**config.mk**
```make
export PLATFORM = sky130hd
export DESIGN_NAME = la_trigger
export DESIGN_NICKNAME = d
export VERILOG_FILES = /design/src/rtl/la_trig_pkg.sv /design/src/rtl/la_trig_cfg_dec.sv /design/src/rtl/la_trig_stage.sv /design/src/rtl/la_trig_seq.sv /design/src/rtl/la_trigger.sv
export SDC_FILE = /design/constraint.sdc
export NUM_CORES = 1
export LEC_CHECK = 0
export BUFFER_PORTS_ARGS = -buffer_cell sky130_fd_sc_hd__buf_2
export CORE_MARGIN = 5
export CORE_UTILIZATION = 45
export DETAILED_ROUTE_END_ITERATION = 6
export HOLD_SLACK_MARGIN = 0.05
export MAX_ROUTING_LAYER = met4
export PLACE_DENSITY = 0.7
export SLEW_MARGIN = 20
export SYNTH_ARGS = -nofsm -noshare
export SYNTH_HDL_FRONTEND = slang
export SYNTH_SLANG_ARGS = --single-unit
```
**constraint.sdc**
```tcl
create_clock -name clk_i -period 3.3 [get_ports clk_i]
set_clock_uncertainty 0.05 [all_clocks]
set_input_delay 0.165 -clock clk_i [delete_from_list [all_inputs] [get_ports clk_i]]
set_output_delay 0.165 -clock clk_i [all_outputs]
set_load 0.03 [all_outputs]
```
**src/rtl/la_trig_pkg.sv**
```systemverilog
package la_trig_pkg;
  typedef enum logic {
    MATCH_PARALLEL = 1'b0,
    MATCH_SERIAL   = 1'b1
  } match_mode_e;

  typedef enum logic [1:0] {
    FLD_MASK  = 2'd0,
    FLD_VALUE = 2'd1,
    FLD_CTRL  = 2'd2
  } cfg_field_e;

  localparam int CTRL_EN_BIT   = 0;
  localparam int CTRL_MODE_BIT = 1;
  localparam int CTRL_CH_LSB   = 2;
endpackage

```
**src/rtl/la_trig_cfg_dec.sv**
```systemverilog
module la_trig_cfg_dec #(
  parameter int NUM_STAGES = 4,
  parameter int STG_W      = 2
) (
  input  logic                  cfg_we_i,
  input  logic [STG_W-1:0]      cfg_stage_i,
  input  logic                  armed_i,
  output logic [NUM_STAGES-1:0] stage_wr_o
);
  for (genvar g = 0; g < NUM_STAGES; g++) begin : g_dec
    assign stage_wr_o[g] = cfg_we_i && !armed_i && (int'(cfg_stage_i) == g);
  end
endmodule

```
**src/rtl/la_trig_stage.sv**
```systemverilog
module la_trig_stage
  import la_trig_pkg::*;
#(
  parameter int NUM_CH = 32,
  parameter int CH_W   = 5
) (
  input  logic              clk_i,
  input  logic              rst_ni,
  input  logic              wr_i,
  input  logic [1:0]        field_i,
  input  logic [NUM_CH-1:0] wdata_i,
  input  logic              clear_i,
  input  logic              shift_i,
  input  logic [NUM_CH-1:0] sample_i,
  output logic              enabled_o,
  output logic              match_o
);
  logic [NUM_CH-1:0] mask_q, val_q, hist_q, hist_next;
  logic              en_q;
  match_mode_e       mode_q;
  logic [CH_W-1:0]   ch_q;

  always_ff @(posedge clk_i or negedge rst_ni) begin
    if (!rst_ni) begin
      mask_q <= '0;
      val_q  <= '0;
      en_q   <= 1'b0;
      mode_q <= MATCH_PARALLEL;
      ch_q   <= '0;
    end else if (wr_i) begin
      case (field_i)
        FLD_MASK:  mask_q <= wdata_i;
        FLD_VALUE: val_q  <= wdata_i;
        FLD_CTRL: begin
          en_q   <= wdata_i[CTRL_EN_BIT];
          mode_q <= match_mode_e'(wdata_i[CTRL_MODE_BIT]);
          ch_q   <= wdata_i[CTRL_CH_LSB +: CH_W];
        end
        default: ;
      endcase
    end
  end

  // newest sample enters at bit 0
  assign hist_next = {hist_q[NUM_CH-2:0], sample_i[ch_q]};

  always_ff @(posedge clk_i or negedge rst_ni) begin
    if (!rst_ni)      hist_q <= '0;
    else if (clear_i) hist_q <= '0;
    else if (shift_i) hist_q <= hist_next;
  end

  always_comb begin
    if (mode_q == MATCH_SERIAL) match_o = ((hist_next ^ val_q) & mask_q) == '0;
    else                        match_o = ((sample_i  ^ val_q) & mask_q) == '0;
  end

  assign enabled_o = en_q;
endmodule

```
**src/rtl/la_trig_seq.sv**
```systemverilog
module la_trig_seq #(
  parameter int NUM_STAGES = 4,
  parameter int STG_W      = 2
) (
  input  logic                  clk_i,
  input  logic                  rst_ni,
  input  logic                  arm_i,
  input  logic                  disarm_i,
  input  logic                  valid_i,
  input  logic [NUM_STAGES-1:0] en_i,
  input  logic [NUM_STAGES-1:0] match_i,
  output logic                  armed_o,
  output logic                  run_o,
  output logic [STG_W-1:0]      stage_o,
  output logic                  shift_o
);
  logic             armed_q, run_q;
  logic [STG_W-1:0] cur_q;
  logic             pend_found, later_any, step;
  int               pend_idx;

  // lowest enabled stage at or above the current index
  always_comb begin
    pend_found = 1'b0;
    pend_idx   = 0;
    for (int s = 0; s < NUM_STAGES; s++) begin
      if (!pend_found && en_i[s] && s >= int'(cur_q)) begin
        pend_found = 1'b1;
        pend_idx   = s;
      end
    end
    later_any = 1'b0;
    for (int s = 0; s < NUM_STAGES; s++) begin
      if (pend_found && en_i[s] && s > pend_idx) later_any = 1'b1;
    end
  end

  assign step    = armed_q && valid_i && !run_q;
  assign shift_o = armed_q && valid_i && !arm_i && !disarm_i;

  always_ff @(posedge clk_i or negedge rst_ni) begin
    if (!rst_ni) begin
      armed_q <= 1'b0;
      run_q   <= 1'b0;
      cur_q   <= '0;
    end else if (arm_i) begin
      armed_q <= 1'b1;
      run_q   <= 1'b0;
      cur_q   <= '0;
    end else if (disarm_i) begin
      armed_q <= 1'b0;
    end else if (step) begin
      if (!pend_found) begin
        run_q <= 1'b1;
      end else if (match_i[pend_idx]) begin
        if (later_any) cur_q <= STG_W'(pend_idx + 1);
        else           run_q <= 1'b1;
      end
    end
  end

  assign armed_o = armed_q;
  assign run_o   = run_q;
  assign stage_o = cur_q;
endmodule

```
**src/rtl/la_trigger.sv**
```systemverilog
module la_trigger #(
  parameter int NUM_CH     = 32,
  parameter int NUM_STAGES = 4,
  localparam int CH_W      = $clog2(NUM_CH),
  localparam int STG_W     = (NUM_STAGES > 1) ? $clog2(NUM_STAGES) : 1
) (
  input  logic              clk_i,
  input  logic              rst_ni,
  input  logic              arm_i,
  input  logic              disarm_i,
  input  logic              smp_valid_i,
  input  logic [NUM_CH-1:0] smp_data_i,
  input  logic              cfg_we_i,
  input  logic [STG_W-1:0]  cfg_stage_i,
  input  logic [1:0]        cfg_field_i,
  input  logic [NUM_CH-1:0] cfg_data_i,
  output logic              armed_o,
  output logic              run_o,
  output logic [STG_W-1:0]  stage_o
);
  logic [NUM_STAGES-1:0] stage_wr, stage_en, stage_match;
  logic                  hist_shift;

  la_trig_cfg_dec #(.NUM_STAGES(NUM_STAGES), .STG_W(STG_W)) u_dec (
    .cfg_we_i    (cfg_we_i),
    .cfg_stage_i (cfg_stage_i),
    .armed_i     (armed_o),
    .stage_wr_o  (stage_wr)
  );

  for (genvar g = 0; g < NUM_STAGES; g++) begin : g_stage
    la_trig_stage #(.NUM_CH(NUM_CH), .CH_W(CH_W)) u_stage (
      .clk_i     (clk_i),
      .rst_ni    (rst_ni),
      .wr_i      (stage_wr[g]),
      .field_i   (cfg_field_i),
      .wdata_i   (cfg_data_i),
      .clear_i   (arm_i),
      .shift_i   (hist_shift),
      .sample_i  (smp_data_i),
      .enabled_o (stage_en[g]),
      .match_o   (stage_match[g])
    );
  end

  la_trig_seq #(.NUM_STAGES(NUM_STAGES), .STG_W(STG_W)) u_seq (
    .clk_i    (clk_i),
    .rst_ni   (rst_ni),
    .arm_i    (arm_i),
    .disarm_i (disarm_i),
    .valid_i  (smp_valid_i),
    .en_i     (stage_en),
    .match_i  (stage_match),
    .armed_o  (armed_o),
    .run_o    (run_o),
    .stage_o  (stage_o),
    .shift_o  (hist_shift)
  );
endmodule

```
==> results of run 1 <==
-- Yosys cell counts, types with 3 or more instances --
| master | count |
|---|---|
| nor4_1 | 8 |
| nand2_1 | 260 |
| buf_1 | 12 |
| buf_4 | 10 |
| xor2_1 | 252 |
| dfrtp_1 | 412 |
| mux4_1 | 3 |
| mux2_2 | 292 |
| a22o_1 | 12 |
| clkbuf_1 | 74 |
| nor2_1 | 24 |
| a22oi_1 | 97 |
| nand3b_1 | 3 |
| nor2b_1 | 8 |
| and3_1 | 5 |
| nor3_1 | 9 |
| o22ai_1 | 7 |
| nand2b_1 | 8 |
| inv_1 | 11 |
| o21ai_0 | 3 |
| nand3_1 | 11 |
| a21oi_1 | 130 |
| nand4_1 | 29 |
| mux4_2 | 18 |
| a21boi_0 | 3 |
| a221oi_1 | 11 |
| mux2i_1 | 15 |
| buf_6 | 17 |
| buf_2 | 5 |
| and3b_1 | 3 |
| a222oi_1 | 5 |
-- final timing paths --
| path | from | slack, ns | end |
|---|---|---|---|
| setup reg to reg | g_stage[0].u_stage.ch_q[1] | 0.33 | u_seq.stage_o[0] |
| min in group asynchronous | rst_ni | 0.09 | g_stage[2].u_stage.hist_q[10] |
| hold reg to reg | g_stage[2].u_stage.mask_q[8] | 0.49 | g_stage[2].u_stage.mask_q[8] |
| max in group asynchronous | rst_ni | 2.03 | g_stage[0].u_stage.mask_q[18] |
| setup / recovery | g_stage[0].u_stage.ch_q[1] | 0.33 | u_seq.stage_o[0] |
| hold / removal | cfg_data_i[22] | 0.07 | g_stage[1].u_stage.val_q[22] |
-- worst register-to-register path: stages, from the launching register on --
cell      delay (ns)
dfrtp_1         0.60
mux4_1          0.64
o211ai_1        0.18
nand2_1         0.10
or4_1           0.51
nand4_1         0.10
nand3_1         0.10
a22oi_2         0.25
mux2i_1         0.22
o31ai_1         0.09
-- stage by stage --
step | utilization | setup slack, ns | total power [mW] | area, µm²
floorplan | - | 0.753 | 8.09 | 20800
global placement | 0.475 | 0.383 | 9.00 | 21700
detailed placement | 0.475 | 0.345 | 9.08 | 21700
CTS | 0.512 | 0.330 | 14.5 | 23300
global route | 0.512 | 0.108 | 15.0 | 23300
finish | 0.512 | 0.326 | 14.5 | 23300
-- power by group --
group	internal, mW	switching (mW)	total (mW)	leakage [nW]
sequential	5.67	0.749	6.42	5.48
clock	3.22	2.16	5.38	0.774
combinational	1.26	1.39	2.65	4.59
total	10.2	4.30	14.5	10.8
-- per-layer routing --
metal | share of wire | GRT usage
met4 | 0.051 | 0.113
met5 | 0 | -
met3 | 0.097 | 0.0670
met2 | 0.44 | 0.403
met1 | 0.42 | 0.376
-- state kept, by name, summed over array words and instances (netlist names) --
register / count
u_seq.armed_o: 1
g_stage.u_stage.hist_q: 124
g_stage.u_stage.val_q: 128
g_stage.u_stage.mask_q: 128
g_stage.u_stage.mode_q: 4
g_stage.u_stage.enabled_o: 4
g_stage.u_stage.ch_q: 20
u_seq.stage_o: 2
u_seq.run_o: 1
-- logic make-up (layout without fill, tap and decap cells) --
kind of cell,count (synthesis),count (layout),synth area share
AND/OR/NAND/NOR,384,384,0.0827
flip-flops,412,412,0.495
XOR/XNOR,252,252,0.106
adder cells (fa/ha/maj),2,2,0.00120
other,0,3,0
AO/OA/AOI/OAI,296,296,0.0948
multiplexers,329,329,0.189
buffers and inverters,129,203,0.0315
-- area by class of cell --
type | count | area [µm²] | area share
well taps | 600 | 751 | 0.0322
flip-flops and latches | 412 | 10300 | 0.442
repair buffers | 111 | 741 | 0.0317
clock buffers | 62 | 1300 | 0.0557
diodes | 3 | 7.51 | 0.000322
clock inverters | 19 | 267 | 0.0114
inverters | 11 | 41.3 | 0.00177
multi-input cells | 1263 | 9920 | 0.425
-- timing repair --
action                                 4_1_cts  5_1_grt
resized for setup                            0        0
endpoints found under the hold margin      199        1
hold buffers                                 9        1
==> out/summary.txt, run 1 <==
CTS tree: yes
I/O pins: 78
LEAKAGE: 10.8 nW
Drt drc: 0
Num rows: 78
Prevailing post-synth register cell: dfrtp_1
Slew @ Worst Pin: 0.785 ns
Worst reg2reg path depth: 9
1st-iter DRT viols: 1451
Status: finished, final reports clean
Achievable Freq: 336 MHz
Post-synth EDFFs: 0
1st-pass router iterations: 5
Num CTS Buffers: 44
Placed cell count: 2387
Root Buffer: clkbuf_16
Final Max Tran Viols: 0
CP Data Required Time: 3.70 ns
Crit share post-route: 0.901
RD Place Congestion: 0.962
Vias in the first global route: 15217
Synth Instances: 1804
Synth Net Count: 1880
Library cells used by synthesis: 64
IR Drop Worst-Case VDD: 459 µV
Final Net Count: 1919
Post-detail-place hpwl: 46500 µm
Top cell type's share of synthesized area: 0.495
Antenna violations before repair: 7
CTS Buffer Depth: 3
Reg clk slew, reported paths: 0.06 ns
Final setup vio count: 0
Clock sinks: 412
First-pass GRT wire length: 101000 µm
Worst path buffer plus inverter count: 0
CP max FO: 11
Levels on crit path: 9
Final Hold Vio Count: 0
Non-filler cells in the finished layout: 2481
Core ar.: 45600 µm²
Share of cells above drive strength 1: 0.270
DIE WIDTH: 225 µm
Startpoint type of the worst setup path: flop
H-tree Lvls: 2
PD cells: 619 nW/µm²
Mapped Area: 20800 µm²
Hold_ws: 0.0663 ns
Die Height: 225 µm
Async SR Flop Fraction: 1.00
Setup TNS: 0 ns
Worst-Skew Late Latency: 0.58 ns
Cell type with the largest total area after synthesis: dfrtp_1
Area growth, synth to finish: 12.0%
Crit path max-delay family: multiplexers
Antenna viol nets, final: 0
Die Area: 50700 µm²
Drt via density: 6.14
Largest net degree at the start of global routing: 112
Area contributors post-synth: dfrtp_1 (49%), mux2_2 (16%), xor2_1 (11%)
Largest stage delay, worst path: 0.63 ns
Most frequent cells in the layout: dfrtp_1 (412), mux2_2 (292), nand2_1 (260), xor2_1 (252), a21oi_1 (130)
Unrepaired setup endpoints after global routing: false
Fillcell total: 3973
Yosys warns: 0
Critical-path cell list: mux4_1 -> o211ai_1 -> nand2_1 -> or4_1 -> nand4_1 -> nand3_1 -> a22oi_2 -> mux2i_1 -> o31ai_1
Yosys reg bits: 412
Slew headroom: 0.477
CP Capture Type: flop
IO Port Bufs: 77
WHS Path Cells: 2
Routed len/inst: 28.0 µm
Sequential-to-total area share from yosys stat: 0.495
Total routed wirelength: 69500 µm
Total GRT Usage: 0.278
Syn Area/Cell: 11.5 µm²
Starting Density: 0.457
Vias: 15242
Most common cell after layout, fill and taps aside: dfrtp_1
Period minus WS final: 2.97 ns
Max Cap Violations: 0
Worst min path class: input pin to flop
WS Path Type: flop to flop
Grt ovf: 0
Slowest-stage cell, CP: mux4_1
Setup Buffers After CTS: 0
CP arrival: 3.37 ns
Power figures use the tool's default switching activity.
==> inputs of run 2 (changes only) <==
Settings changed: ABC_AREA set to 1, CELL_PAD_IN_SITES_DETAIL_PLACEMENT set to 1, CELL_PAD_IN_SITES_GLOBAL_PLACEMENT set to 2, CORE_UTILIZATION 45 to 37, PLACE_DENSITY 0.7 to 0.89.
==> out/summary.txt, run 2 <==
Multi-input logic area: 8540 µm² (was 9920 µm²)
Hold-fix buffer count after cts: 26 (was 9)
Async SR Flop Fraction: 1.00 (unchanged)
Comb power frac: 0.187 (was 0.183)
Crit path max-delay family: simple AND/OR/NAND/NOR gates (was multiplexers)
Drt via density: 5.59 (was 6.14)
Num CTS Buffers: 50 (was 44)
First-pass GRT wire length: 130000 µm (was 101000 µm)
Reg clk slew, reported paths: 0.06 ns (about the same)
Starting Density: 0.373 (was 0.457)
Final Hold Vio Count: 0 (unchanged)
FF-to-FF setup slack: 0.41 ns (was 0.33 ns)
Clock power share: 0.382 (was 0.372)
CP Capture Type: flop (unchanged)
H-tree Lvls: 2 (unchanged)
RR Endpoint: u_seq.stage_o[1] (was u_seq.stage_o[0])
Vias: 19670 (was 15242)
Period minus WS final: 2.89 ns (was 2.97 ns)
WS Path Type: flop to flop (unchanged)
Drt drc: 0 (unchanged)
Root Buffer: clkbuf_16 (unchanged)
Total GRT Usage: 0.295 (was 0.278)
Net Sw Frac: 0.330 (was 0.297)
Die Height: 246 µm (was 225 µm)
Mapped Area: 20500 µm² (was 20800 µm²)
Final Net Count: 2808 (was 1919)
Worst min path class: input pin to flop (unchanged)
Area growth, synth to finish: 14.5% (was 12.0%)
Post-synth top cells: nand2_1 (828), dfrtp_1 (412), o21ai_0 (358) (was dfrtp_1 (412), mux2_2 (292), nand2_1 (260))
Sequential-to-total area share from yosys stat: 0.502 (was 0.495)
Slew @ Worst Pin: 1.03 ns (was 0.785 ns)
Unrepaired setup endpoints after global routing: false (unchanged)
Core ar.: 55100 µm² (was 45600 µm²)
Share of cells above drive strength 1: 0.0841 (was 0.270)
Seq. cell area: 10300 µm² (unchanged)
CP arrival: 3.34 ns (was 3.37 ns)
Cell type with the largest total area after synthesis: dfrtp_1 (unchanged)
Library cells used by synthesis: 34 (was 64)
Num rows: 86 (was 78)
Critical-path cell list: inv_2 -> nand2_1 -> nand3_1 -> nand3_1 -> nand2_1 -> nand2_1 -> nand3b_2 -> nand2_2 -> nand2_1 -> nand3_1 -> nand2_1 -> nand2_1 -> nand3_2 -> nand2_2 -> nand3_2 -> nand2_1 -> nand2_1 (was mux4_1 -> o211ai_1 -> nand2_1 -> or4_1 -> nand4_1 -> nand3_1 -> a22oi_2 -> mux2i_1 -> o31ai_1)
DIE WIDTH: 246 µm (was 225 µm)
Largest stage delay, worst path: 0.87 ns (was 0.63 ns)
Largest registers: g_stage.u_stage.mask_q (128), g_stage.u_stage.val_q (128), g_stage.u_stage.hist_q (124) (unchanged)
Final Max Tran Viols: 0 (unchanged)
PD cells: 622 nW/µm² (was 619 nW/µm²)
LEAKAGE: 11.2 nW (was 10.8 nW)
CTS tree: yes (unchanged)
R2R Path Start: g_stage[0].u_stage.ch_q[0] (was g_stage[0].u_stage.ch_q[1])
Final setup vio count: 0 (unchanged)
Synth Instances: 2675 (was 1804)
Worst path buffer plus inverter count: 1 (was 0)
Slowest-stage cell, CP: dfrtp_1 (was mux4_1)
Syn Area/Cell: 7.68 µm² (was 11.5 µm²)
Top cell type's share of synthesized area: 0.502 (was 0.495)
CP max FO: 22 (was 11)
Area contributors post-synth: dfrtp_1 (50%), nand2_1 (15%), o21ai_0 (8.7%) (was dfrtp_1 (49%), mux2_2 (16%), xor2_1 (11%))
Pre-CTS WS: 0.493 ns (was 0.345 ns)
Fillcell total: 6753 (was 3973)
Reg power frac: 0.431 (was 0.444)
Antenna viol nets, final: 0 (unchanged)
Setup Buffers After CTS: 0 (unchanged)
Min-delay src: cfg_data_i[7] (was cfg_data_i[22])
Synth Net Count: 2751 (was 1880)
Largest net degree at the start of global routing: 88 (was 112)
I/O pins: 78 (unchanged)
WHS Path Cells: 3 (was 2)
Yosys warns: 0 (unchanged)
CP Data Required Time: 3.75 ns (was 3.70 ns)
1st-pass router iterations: 7 (was 5)
Achievable Freq: 345 MHz (was 336 MHz)
IR Drop Worst-Case VDD: 383 µV (was 459 µV)
Most frequent cells in the layout: nand2_1 (819), dfrtp_1 (412), o21ai_0 (358), inv_1 (295), nand3_1 (243) (was dfrtp_1 (412), mux2_2 (292), nand2_1 (260), xor2_1 (252), a21oi_1 (130))
Post-cts repair resize count: 0 (unchanged)
Hold path endpoint: g_stage[0].u_stage.mask_q[7] (was g_stage[1].u_stage.val_q[22])
IO Port Bufs: 77 (unchanged)
Count leader, synth: nand2_1 (was dfrtp_1)
Routed len/inst: 25.0 µm (was 28.0 µm)
Total routed wirelength: 87900 µm (was 69500 µm)
Die Area: 60300 µm² (was 50700 µm²)
Setup TNS: 0 ns (unchanged)
Yosys reg bits: 412 (unchanged)
Final worst slack: 0.406 ns (was 0.326 ns)
Max Cap Violations: 0 (unchanged)
Vias in the first global route: 20116 (was 15217)
Prevailing post-synth register cell: dfrtp_1 (unchanged)
Clock sinks: 412 (unchanged)
P_sw: 4.82 mW (was 4.30 mW)
Startpoint type of the worst setup path: flop (unchanged)
Slew headroom: 0.313 (was 0.477)
Worst reg2reg path depth: 17 (was 9)
Worst-Skew Late Latency: 0.61 ns (was 0.58 ns)
RD Place Congestion: 0.974 (was 0.962)
Crit share post-route: 0.877 (was 0.901)
Most frequent CP cell: nand2_1
Status: finished, final reports clean (unchanged)
Grt ovf: 0 (unchanged)
CTS Buffer Depth: 3 (unchanged)
1st-iter DRT viols: 1582 (was 1451)
Internal power: 9.81 mW (was 10.2 mW)
Antenna violations before repair: 3 (was 7)
Post-detail-place hpwl: 62800 µm (was 46500 µm)
Most common cell after layout, fill and taps aside: nand2_1 (was dfrtp_1)
Post-synth EDFFs: 0 (unchanged)
-- run 2: cell count changes in the layout (fill, tap and decap cells not counted), sizes merged, moves of 223 or more --
cell / previous run / this run
xor2: 252 / 29
o21ai: 5 / 367
inv: 13 / 303
nand2: 260 / 838
nand3: 11 / 248
mux2: 293 / 0
-- run 2: final cells by class --
cell class                      count  share of cell area
Clock inverter                     12             0.00537
Multi-Input combinational cell   1833               0.363
Clock buffer                       78              0.0645
Inverter                          303              0.0487
Timing Repair Buffer              132              0.0403
Sequential cell                   412               0.438
Tap cell                          748              0.0398
Antenna cell                        1            0.000106
-- run 2: tightest hold or removal path: cells and delay by family --
kind                   cells  cell delay (ns)
AOI/OAI and AO/OA          1             0.23
buffers and inverters      2             0.29
-- run 2: kinds of logic after synthesis --
kind of cell / synth area share
simple gates: 0.250
flops: 0.502
xor+xnor: 0.0124
fa+ha+maj: 0.00122
compound gates: 0.150
buf+inv: 0.0841
-- run 2: power by group through the flow --
stage / clock (mW) / combinational [mW] / sequential, mW
2_1_floorplan: 0 / 1.71 / 6.14
3_3_place_gp: 0 / 2.59 / 6.33
3_5_place_dp: 0 / 2.68 / 6.37
4_1_cts: 5.67 / 2.72 / 6.29
5_1_grt: 5.86 / 3.03 / 6.39
6_report: 5.58 / 2.74 / 6.31
-- run 2: worst max-delay path by stage --
stage | start | endpoint | slack, ns | depth (start not counted)
after global routing | g_stage[0].u_stage.ch_q[0] | u_seq.stage_o[0] | 0.27 | 15
after detailed placement | g_stage[2].u_stage.ch_q[1] | u_seq.stage_o[1] | 0.49 | 17
after CTS | g_stage[2].u_stage.ch_q[1] | u_seq.stage_o[1] | 0.50 | 17
after floorplan | u_seq.stage_o[1] | u_seq.run_o | 1.36 | 14
after global placement | g_stage[2].u_stage.ch_q[1] | u_seq.stage_o[0] | 0.34 | 17
final | g_stage[0].u_stage.ch_q[0] | u_seq.stage_o[1] | 0.41 | 17
-- run 2: layer usage --
| layer | global-route usage | part of all wire | wire length (µm) |
|---|---|---|---|
| met3 | 0.0488 | 0.063 | 5550 |
| met2 | 0.473 | 0.47 | 41200 |
| met5 | - | 0 | 0 |
| met4 | 0.125 | 0.051 | 4460 |
| met1 | 0.373 | 0.42 | 36600 |
-- run 2: per-stage QoR --
| step | total power, mW | util | area (µm²) | hold slack, ns | cells |
|---|---|---|---|---|---|
| 5_1_grt | 15.3 | 0.427 | 23500 | 0.0707 | 3519 |
| 3_3_place_gp | 8.92 | 0.392 | 21600 | 0.219 | 3402 |
| 6_report | 14.6 | 0.427 | 23500 | 0.0649 | 3519 |
| 3_5_place_dp | 9.05 | 0.392 | 21600 | 0.217 | 3402 |
| 4_1_cts | 14.7 | 0.427 | 23500 | 0.0513 | 3518 |
| 2_1_floorplan | 7.85 | - | 20500 | -0.181 | 2675 |
